File: src/rtl/poison_pkg.sv
package poison_pkg;
  parameter int unsigned DEF_NUM_REGS = 32;
  parameter int unsigned NUM_PROBES   = 3;  // src A, src B, check

  typedef struct packed {
    logic upd;
    logic nat;
  } wb_eff_t;

  // Only a completed write updates the flag; a deferred fatal fault completes as poison.
  function automatic wb_eff_t wb_decode(logic valid, logic spec, logic fault,
                                        logic fatal, logic taint);
    wb_eff_t e;
    e.upd = valid & ~(fault & ~(spec & fatal));
    e.nat = spec & (fault | taint);
    return e;
  endfunction
endpackage

File: src/rtl/poison_file.sv
module poison_file #(
  parameter int unsigned NUM_REGS = 32,
  localparam int unsigned IDX_W = $clog2(NUM_REGS)
) (
  input  logic                clk_i,
  input  logic                rst_ni,
  input  logic                we_i,
  input  logic [IDX_W-1:0]    widx_i,
  input  logic                wnat_i,
  output logic [NUM_REGS-1:0] nat_o
);
  for (genvar g = 0; g < NUM_REGS; g++) begin : g_bit
    always_ff @(posedge clk_i or negedge rst_ni) begin
      if (!rst_ni)                                   nat_o[g] <= 1'b0;
      else if (we_i && widx_i == IDX_W'(g))          nat_o[g] <= wnat_i;
    end
  end
endmodule

File: src/rtl/poison_lookup.sv
module poison_lookup #(
  parameter int unsigned NUM_REGS = 32,
  localparam int unsigned IDX_W = $clog2(NUM_REGS)
) (
  input  logic [NUM_REGS-1:0] nat_i,
  input  logic                we_i,
  input  logic [IDX_W-1:0]    widx_i,
  input  logic                wnat_i,
  input  logic                valid_i,
  input  logic [IDX_W-1:0]    idx_i,
  output logic                hit_o
);
  logic stored;
  always_comb begin
    stored = nat_i[idx_i];
    // bypass the write in flight
    if (we_i && widx_i == idx_i) stored = wnat_i;
    hit_o = valid_i & stored;
  end
endmodule

File: src/rtl/poison_tracker.sv
module poison_tracker
  import poison_pkg::*;
#(
  parameter int unsigned NUM_REGS = DEF_NUM_REGS,
  localparam int unsigned IDX_W = $clog2(NUM_REGS)
) (
  input  logic             clk_i,
  input  logic             rst_ni,
  input  logic             wb_valid_i,
  input  logic [IDX_W-1:0] wb_rd_i,
  input  logic             wb_spec_i,
  input  logic             wb_fault_i,
  input  logic             wb_fatal_i,
  input  logic             wb_taint_i,
  input  logic [1:0]       rd_valid_i,
  input  logic [IDX_W-1:0] rd_idx_a_i,
  input  logic [IDX_W-1:0] rd_idx_b_i,
  input  logic             rd_spec_i,
  output logic [1:0]       src_nat_o,
  input  logic             chk_valid_i,
  input  logic [IDX_W-1:0] chk_idx_i,
  output logic             exc_o,
  output logic [IDX_W-1:0] exc_idx_o,
  output logic             rcv_o,
  output logic [IDX_W-1:0] rcv_idx_o
);
  wb_eff_t             wb_eff;
  logic [NUM_REGS-1:0] nat_q;
  logic [NUM_PROBES-1:0]            pr_valid, pr_hit;
  logic [NUM_PROBES-1:0][IDX_W-1:0] pr_idx;

  assign wb_eff = wb_decode(wb_valid_i, wb_spec_i, wb_fault_i, wb_fatal_i, wb_taint_i);

  poison_file #(.NUM_REGS(NUM_REGS)) u_file (
    .clk_i  (clk_i),
    .rst_ni (rst_ni),
    .we_i   (wb_eff.upd),
    .widx_i (wb_rd_i),
    .wnat_i (wb_eff.nat),
    .nat_o  (nat_q)
  );

  assign pr_valid = {chk_valid_i, rd_valid_i[1], rd_valid_i[0]};
  assign pr_idx   = {chk_idx_i, rd_idx_b_i, rd_idx_a_i};

  for (genvar p = 0; p < NUM_PROBES; p++) begin : g_probe
    poison_lookup #(.NUM_REGS(NUM_REGS)) u_lk (
      .nat_i   (nat_q),
      .we_i    (wb_eff.upd),
      .widx_i  (wb_rd_i),
      .wnat_i  (wb_eff.nat),
      .valid_i (pr_valid[p]),
      .idx_i   (pr_idx[p]),
      .hit_o   (pr_hit[p])
    );
  end

  assign src_nat_o = pr_hit[1:0];

  logic             exc_d, rcv_d;
  logic [IDX_W-1:0] exc_idx_d, rcv_idx_d;

  always_comb begin
    exc_d     = ~rd_spec_i & (|pr_hit[1:0]);
    exc_idx_d = '0;
    if (exc_d) exc_idx_d = pr_hit[0] ? rd_idx_a_i : rd_idx_b_i;  // A wins
    rcv_d     = pr_hit[2];
    rcv_idx_d = rcv_d ? chk_idx_i : '0;
  end

  always_ff @(posedge clk_i or negedge rst_ni) begin
    if (!rst_ni) begin
      exc_o     <= 1'b0;
      exc_idx_o <= '0;
      rcv_o     <= 1'b0;
      rcv_idx_o <= '0;
    end else begin
      exc_o     <= exc_d;
      exc_idx_o <= exc_idx_d;
      rcv_o     <= rcv_d;
      rcv_idx_o <= rcv_idx_d;
    end
  end
endmodule

File: config.mk
export PLATFORM = sky130hd
export DESIGN_NAME = poison_tracker
export DESIGN_NICKNAME = d
export VERILOG_FILES = /design/src/rtl/poison_pkg.sv /design/src/rtl/poison_file.sv /design/src/rtl/poison_lookup.sv /design/src/rtl/poison_tracker.sv
export SDC_FILE = /design/constraint.sdc
export NUM_CORES = 1
export LEC_CHECK = 0
export ABC_AREA = 1
export BUFFER_PORTS_ARGS = -buffer_cell sky130_fd_sc_hd__buf_2
export CAP_MARGIN = 40
export CORE_MARGIN = 2
export CORE_UTILIZATION = 35
export DETAILED_ROUTE_END_ITERATION = 8
export HOLD_SLACK_MARGIN = 0.05
export MAX_ROUTING_LAYER = met4
export PLACE_DENSITY = 0.64
export SYNTH_ARGS = -nofsm -noshare
export SYNTH_HDL_FRONTEND = slang
export SYNTH_SLANG_ARGS = --single-unit
File: constraint.sdc
create_clock -name clk_i -period 3.3 [get_ports clk_i]
set_clock_uncertainty 0.05 [all_clocks]
set_input_delay 0.165 -clock clk_i [delete_from_list [all_inputs] [get_ports clk_i]]
set_output_delay 0.165 -clock clk_i [all_outputs]
set_load 0.01 [all_outputs]
Yosys cells after proc, flatten, opt, wreduce, memory -nomap -nowiden
Index checks and enable logic that the tools add are counted.

storage, ports and cells
  register bits after elaboration = 44
  word-level logic and storage cells = 134
  input port bits = 31
  output and inout bits = 14

operators by class
  mux-type cells = 12
  equality and inequality tests = 34
  order comparisons = 3
  bitwise operators = 12
  reduce and logical (&&, ||, !) cells = 37

operators by type and width
  operator                                             number
  equality test 5 bit, second input constant           16
  equality test 5 x 4 -> 1 bit, second input constant  8
  logical AND 1 bit                                    35
  equality test 5 x 3 -> 1 bit, second input constant  4
  < comparator 5 x 6 -> 1 bit, second input constant   3
  binary-select mux 1 bit (select 5 bit)               3
  equality test 5 bit                                  3
  two-way mux 5 bit                                    3
  equality test 5 x 2 -> 1 bit, second input constant  2
  bitwise AND 1 bit                                    8
  two-way mux 1 bit                                    6
  equality test 5 x 1 -> 1 bit, second input constant  1
  zero test 5 bit                                      1
  inverter 1 bit                                       3
  OR reduction 2 bit                                   1
  OR 1 bit                                             1

Depth between registers and ports, before layout
Gate-level depths: netlist of run 1.

  depth after elaboration = 11
  mapped depth = 16
  depth with buffers taken out = 14

By module
From an unflattened synthesis of run 1, not the netlist that was laid out.

second synthesis, totals
  cells, all modules = 531
  area total of the unflattened synthesis = 3472.1 µm²

by module, submodules not included
  module          times used  area an instance (µm²)  sequential area each (µm²)  cells an instance
  poison_file     1           1581.5                  800.8                       208
  poison_lookup   3           473.0                   0.0                         90
  poison_tracker  1           471.7                   300.3                       53

Least setup slack after synthesis of run 1
OpenSTA, ideal clock, no wires.

  path kind = input to output
  from = input rd_idx_a_i[1]
  to = output src_nat_o[0]
  cell stages on the path = 8
  slack = 1.800 ns
  path buffers = 2
  data required time = 3.085 ns
  arrival time = 1.285 ns
  cell sequence = buf_2 -> xnor2_1 -> nand3_1 -> nand3b_2 -> o21a_4 -> nand2_8 -> inv_2 -> buf_4

on the way
  longest elaborated chain between the ends = 4
  elaborated cells on any way between the ends = 6
  classes of those cells = eq/ne (1); mux (3); bitwise (1); reduce/logical (1)

ends and longest elaborated chain
  what                                                                                  RTL line                                  text
  from (decl)                                                                           poison_tracker.sv:16                      input logic [IDX_W-1:0] rd_idx_a_i,
  binary-select mux 1 bit (select 5 bit) / equality test 5 bit (equally long branches)  poison_lookup.sv:15, poison_lookup.sv:17
  two-way mux 1 bit (not written as such) / logical AND 1 bit (equally long branches)   poison_lookup.sv:15, poison_lookup.sv:17
  two-way mux 1 bit (*)                                                                 poison_lookup.sv:17                       if (we_i && widx_i == idx_i) stored = wnat_i;
  bitwise AND 1 bit (*)                                                                 poison_lookup.sv:18                       hit_o = valid_i & stored;
  to (decl)                                                                             poison_tracker.sv:19                      output logic [1:0] src_nat_o,

Every way passes the cells marked *; elsewhere a longest branch is shown, timed or not. The select of a mux whose other input is x is not followed.

Worst setup path in the final report of run 1
  from = register u_file.nat_o[13]
  to = output src_nat_o[0]

on the way
  longest elaborated chain between the ends = 4

ends and longest elaborated chain
  what                                     RTL line             text
  from (decl)                              poison_file.sv:10    output logic [NUM_REGS-1:0] nat_o
  from (signal, indexed assignment)        poison_file.sv:15    else if (we_i && widx_i == IDX_W'(g)) nat_o[g] <= wnat_i;
  binary-select mux 1 bit (select 5 bit)   poison_lookup.sv:15  stored = nat_i[idx_i];
  two-way mux 1 bit (not written as such)  poison_lookup.sv:15
  two-way mux 1 bit                        poison_lookup.sv:17
  bitwise AND 1 bit                        poison_lookup.sv:18

Every way passes these cells. The select of a mux whose other input is x is not followed.

==> impl_metrics.ini, run 1 <==
[run_status]
run_status = finished clean

[route]
drt_drc_violations_left = 0
routed_wire_length_per_instance_um = 14.8
vias_per_cell = 5.09
routed-via-count = 3168
ant_nets = 0
final_wirelength_mm = 9.18
firstDrtPassIters = 5
detail_route.iter0.violations = 197

[power_and_ir_drop]
power.density_nw_per_um2 = 448
internal_power_mw = 0.980
power_frac_comb_pct = 28.6
p_leak_nw = 1.75
power.share.sequential_pct = 47.9
power.ir.vdd_worst_mv = 0.157
power.net_switching_mw = 0.602
switching_share_pct = 38.0
power.share.clock_pct = 23.5

[sta]
count_of_final_hold_check_violations = 0
fmaxAchievable_mhz = 527
finalSetupViolCount = 0
grt_setup_unrepaired = false
period_minus_slack_ns = 1.90
slew_headroom_pct = 58.8
final.setup.tns_ns = 0
final_min_period_over_clock_period_pct = 57.5
tightest_slew_ns = 0.616
finalMaxSlewViolations = 0

[place]
dp.final_hpwl_mm = 7.09
buffer_ports.inserted = 44
routabilityCongestion = 0.899
placed_cells = 613

[finish]
post_route_cells_drive_above_1_share_pct = 16.7
nets = 544
final_cell_count_no_fill = 622
regArea_um2 = 1100
antenna-diode-count = 0
multi_input_area_um2 = 1780
final_core_util_pct = 40.1
fillerInstances = 960
area_delta_synth_final_pct = 10.3

[cts]
cts.reportedPaths.clkPinSlew_ns = 0.09
clockBufferDepth = 2
clk_latency_ns = 0.31
cts_max_level = 2
cts.root.buffer_cell = sky130_fd_sc_hd__clkbuf_8
postCtsSetupRepairBufs = 0
cts.sinks = 44
numCtsBuffers = 5
resize_count_post_cts = 0
holdBufCountCts = 1
cts_tree = built

[synth]
ys_seq_elements = 44
postSynthAreaPerCell_um2 = 6.63
netlist_area_um2 = 3200
syn_inst = 483
synth_sequential_area_ratio_pct = 34.4
post_synth_num_cell_types = 33
synth_fp_nets = 514
synth_warnings = 0

[die]
starting_utilization_of_the_core_area_pct = 36.4
area_enclosed_by_the_die_boundary_um2 = 9930
chipWidth_um = 99.7
number_of_rows_in_the_core_area = 34
io-pin-count = 45
core-area_um2 = 8810
floorplan.die.height_um = 99.7

[critical_path]
setup.worst_path.end_class = output pin
arrival_time_reported_for_the_critical_path_endpoint_ns = 1.68
crit_fanout = 7
timing.critical_path.from_type = flop
crit_required_ns = 3.08
kind_of_critical_path = reg -> out

[run]
cap_violations = 0

[global_route]
grt_max_degree = 38
global_routing_met2_resource_utilization_pct = 31.4
antenna_found_initial = 0
grt_util_met3_pct = 2.74
first_global_vias = 3010
grt_pass1_wl_mm = 15.2
grt_usage_pct = 20.1
busiest_layer = met2
grtUsageMet1_pct = 25.5
grt_remaining_overflow = 0

[hold_path]
holdCritPathClass = in -> reg
[power by group through the flow]
stage               combinational, mW  clock (mW)  sequential [mW]
floorplan                       0.342           0            0.716
global placement                0.436           0            0.763
detailed placement              0.450           0            0.764
CTS                             0.453       0.377            0.752
global route                    0.521       0.394            0.770
finish                          0.452       0.372            0.758
[kinds of logic (layout without fill, tap and decap cells)]
logic type | after synthesis | count (layout) | share of synthesized area [%]
flops | 44 | 44 | 34.4
compound gates | 75 | 75 | 12.8
buf+inv | 64 | 95 | 9.96
simple gates | 286 | 286 | 39.1
xor+xnor | 14 | 14 | 3.83
[through the flow]
step	hold slack [ns]	worst slack (ns)	power [mW]	area, um2
after CTS	0.0952	1.38	1.58	3530
after detailed placement	-0.00599	1.42	1.21	3430
after global routing	0.124	1.24	1.68	3530
after global placement	0.346	1.44	1.20	3410
after floorplan	-0.181	1.80	1.06	3200
final	0.101	1.40	1.58	3530
[cell usage in the layout, fill, tap and decap left out, drive strengths merged]
cell type	netlist	final
o21a	1	1
o211ai	8	8
clkbuf	4	6
nor3	3	3
clkinv	0	1
a21boi	1	1
nand3b	1	1
xor2	3	3
dlygate4sd3	0	1
nand2	150	150
nand4	1	1
inv	40	41
buf	20	46
nor2	80	80
xnor2	11	11
nand3	51	51
o21ai	29	29
a31oi	1	1
a21oi	35	35
dfrtp	44	44
[cell usage after synthesis (all sizes together)]
cell type	number	area, um2
xor2	3	26.3
buf	20	144
a21oi	35	175
inv	40	160
xnor2	11	96.3
nor3	3	20.0
nor2	80	323
dfrtp	44	1100
a21boi	1	7.51
a31oi	1	6.26
clkbuf	4	15.0
nand2	150	623
nand3	51	268
nand4	1	6.26
o21ai	29	145
o21a	1	15.0
nand3b	1	11.3
o211ai	8	60.1
[path summary, 6_finish.rpt]
kind	startpoint	slack (ns)	depth (start not counted)	endpoint
worst max-delay path	u_file.nat_o[13]	1.40	11	src_nat_o[0]
worst min-delay path	chk_idx_i[3]	0.10	3	rcv_idx_o[3]
worst max register to register	u_file.nat_o[13]	1.73	12	exc_idx_o[0]
worst min register to register	u_file.nat_o[10]	0.54	2	u_file.nat_o[10]
max in group asynchronous	rst_ni	2.55	3	u_file.nat_o[15]
min in group asynchronous	rst_ni	0.20	2	u_file.nat_o[2]
[critical path: stages (launching register included)]
cell	delay, ns
sky130_fd_sc_hd__dfrtp_1	0.46
sky130_fd_sc_hd__nand2_1	0.10
sky130_fd_sc_hd__nand3_1	0.07
sky130_fd_sc_hd__nand2_1	0.07
sky130_fd_sc_hd__nand2_1	0.05
sky130_fd_sc_hd__nand3_1	0.08
sky130_fd_sc_hd__nand2_1	0.05
sky130_fd_sc_hd__nand2_1	0.09
sky130_fd_sc_hd__nand3_4	0.12
sky130_fd_sc_hd__nand2_8	0.12
sky130_fd_sc_hd__inv_2	0.03
sky130_fd_sc_hd__buf_2	0.12
[state kept, by name, indices dropped and copies added, names as in the netlist]
signal and flops:
rcv_o 1, rcv_idx_o 5, exc_idx_o 5, u_file.nat_o 32, exc_o 1
[cell type report]
class / count / share of cell area, %
inverter: 40 / 4.53
multi-input combinational: 375 / 50.5
tap: 108 / 3.82
clock inverter: 2 / 0.390
clock buffer: 6 / 2.34
timing repair buffer: 47 / 7.29
sequential: 44 / 31.2
[layer usage]
| layer | vias up | wire, um |
|---|---|---|
| met1 | 1434 | 3990 |
| met3 | 30 | 420 |
| li1 | 1597 | - |
| met4 | 0 | 367 |
| met5 | - | 0 |
| met2 | 107 | 4400 |
(Power assumes the default switching activity.)
==> run 2: changes to the inputs <==
clock period = 2 ns   (was 3.3 ns; I/O delays follow)
==> run 2 against run 1 <==
Effect of this change: sequential power is 65% higher; worst hold slack got worse by 0.036 ns; total power grew 72%; sequential share of layout area is 0.27 points lower; clock power increased by 96%; die area unchanged; final cell count increased by 0.48%; setup slack worse by 1.2 ns; first-iteration DRC count grew 19%; combinational power grew 65%; routed wire length up 0.16%; critical path type unchanged; critical endpoint is now src_nat_o[1].
==> impl_metrics.ini, run 2 (synthesized netlist as in run 1, its figures left out) <==
[run_status]
run_status = finished clean

[global_route]
grt_usage_pct = 19.9
grt_max_degree = 39
grt_remaining_overflow = 0
grt_pass1_wl_mm = 15.1
antenna_found_initial = 0
first_global_vias = 3106

[place]
placed_cells = 614
dp.final_hpwl_mm = 7.11
buffer_ports.inserted = 44
routabilityCongestion = 0.909

[critical_path]
worst_r2r_startpoint = u_file.nat_o[12]
arrival_time_reported_for_the_critical_path_endpoint_ns = 1.68
setup.reg_to_reg.worst_slack_ns = 0.43
timing.critical_path.from_type = flop
r2r_cells = 12
setup.worst_path.end_class = output pin
crit_fanout = 4
r2r-end = exc_idx_o[0]
kind_of_critical_path = reg -> out
crit_required_ns = 1.85

[finish]
post_route_cells_drive_above_1_share_pct = 17.0
final_core_util_pct = 40.5
fillerInstances = 942
antenna-diode-count = 0
final_cell_count_no_fill = 625
area_delta_synth_final_pct = 11.3
nets = 547
top_flop_regs = u_file.nat_o x32, exc_idx_o x5, rcv_idx_o x5
layout_commonest_cell = sky130_fd_sc_hd__nand2_1
registers.top_by_ff_count = u_file.nat_o
layout.cells.most_common_list = 141 x sky130_fd_sc_hd__nand2_1, 73 x sky130_fd_sc_hd__nor2_1, 50 x sky130_fd_sc_hd__nand3_1, 44 x sky130_fd_sc_hd__dfrtp_1, 44 x sky130_fd_sc_hd__buf_2
largest_register_ff_count = 32

[die]
chipWidth_um = 99.7
number_of_rows_in_the_core_area = 34
starting_utilization_of_the_core_area_pct = 36.4
core-area_um2 = 8810
io-pin-count = 45
area_enclosed_by_the_die_boundary_um2 = 9930
floorplan.die.height_um = 99.7

[power_and_ir_drop]
power.density_nw_per_um2 = 765
p_leak_nw = 1.77
fin_total_pwr_mw = 2.73
power.ir.vdd_worst_mv = 0.288

[sta]
final.setup.tns_ns = 0
tightest_slew_ns = 0.590
slew_headroom_pct = 60.6
finalSetupViolCount = 0
worst_hold_slack_ns = 0.0652
period_minus_slack_ns = 1.83
finalMaxSlewViolations = 0
fmaxAchievable_mhz = 545
final_min_period_over_clock_period_pct = 91.7
count_of_final_hold_check_violations = 0

[cts]
cts.sinks = 44
cts_max_level = 2
numCtsBuffers = 5
clk_latency_ns = 0.31
clockBufferDepth = 2
resize_count_post_cts = 0
cts.reportedPaths.clkPinSlew_ns = 0.10
cts_tree = built
cts.root.buffer_cell = sky130_fd_sc_hd__clkbuf_8

[hold_path]
worst_hold_startpoint = rd_spec_i
holdCritPathClass = in -> reg
worstHoldPathCells = 4
worst_min_delay_path_endpoint = exc_o

[route]
final_wirelength_mm = 9.20
detail_route.iter0.violations = 235
firstDrtPassIters = 4
drt_drc_violations_left = 0
routed_wire_length_per_instance_um = 14.7
vias_per_cell = 5.04
ant_nets = 0
routed-via-count = 3153

[run]
cap_violations = 0
==> run 2: cell count changes in the layout (fill, tap and decap cells not counted), sizes merged <==
cell / previous run / this run
buf: 46 / 48
bufinv: 0 / 1
clkbuf: 6 / 5
clkinv: 1 / 0
clkinvlp: 0 / 1
dlygate4sd3: 1 / 2
==> run 2: area by class of cell <==
cell class              instances  area (um2)  share of cell area [%]
well taps                     108         135                    3.79
clock buffers                   5        68.8                    1.93
multi-input cells             375        1780                    50.0
clock inverters                 3        46.3                    1.30
flip-flops and latches         44        1100                    30.9
repair buffers                 50         270                    7.58
inverters                      40         160                    4.49
==> run 2: worst max-delay path by stage <==
| stage | startpoint | cells past startpoint | slack (ns) | end |
|---|---|---|---|---|
| floorplan | rd_idx_a_i[1] | 9 | 0.58 | exc_idx_o[0] |
| global placement | rd_idx_b_i[0] | 14 | 0.32 | exc_idx_o[0] |
| detailed placement | rd_idx_b_i[0] | 14 | 0.29 | exc_idx_o[0] |
| CTS | u_file.nat_o[21] | 11 | 0.16 | src_nat_o[0] |
| global route | u_file.nat_o[11] | 11 | -0.009 | src_nat_o[0] |
| finish | u_file.nat_o[21] | 11 | 0.17 | src_nat_o[1] |
==> run 2: routing by layer <==
metal | up-vias | track usage [%] | share of wire [%]
met2 | 85 | 32.6 | 49
met4 | 0 | 8.22 | 2.6
li1 | 1593 | - | -
met3 | 22 | 3.58 | 4.1
met1 | 1453 | 24.3 | 44
met5 | - | - | 0
==> run 2: worst max-delay path: stages, from the launching register on <==
cell and delay, ns:
sky130_fd_sc_hd__dfrtp_1 0.47, sky130_fd_sc_hd__nand2_1 0.09, sky130_fd_sc_hd__nand3_1 0.08, sky130_fd_sc_hd__nand2_1 0.12, sky130_fd_sc_hd__nand2_1 0.06, sky130_fd_sc_hd__nand3_1 0.06
sky130_fd_sc_hd__nand2_1 0.06, sky130_fd_sc_hd__nand2_1 0.06, sky130_fd_sc_hd__nand3_1 0.08, sky130_fd_sc_hd__nand2_2 0.10, sky130_fd_sc_hd__inv_1 0.04, sky130_fd_sc_hd__buf_2 0.13
==> run 2: what timing repair did <==
item                                    CTS  global route
endpoints found under the setup margin    0             1
buffers inserted                          0             1
endpoints found under the hold margin    45             0
hold buffers                              2             0
==> run 2: power by group <==
part	switching, mW	total, mW	internal [mW]
Combinational	0.457	0.747	0.290
Sequential	0.204	1.25	1.05
Clock	0.351	0.728	0.377
Total	1.01	2.73	1.72
==> run 2: through the flow <==
stage	instance area, um2	worst slack (ns)
global placement	3420	0.322
floorplan	3200	0.582
detailed placement	3420	0.294
finish	3560	0.166
global route	3560	-0.00917
CTS	3560	0.158
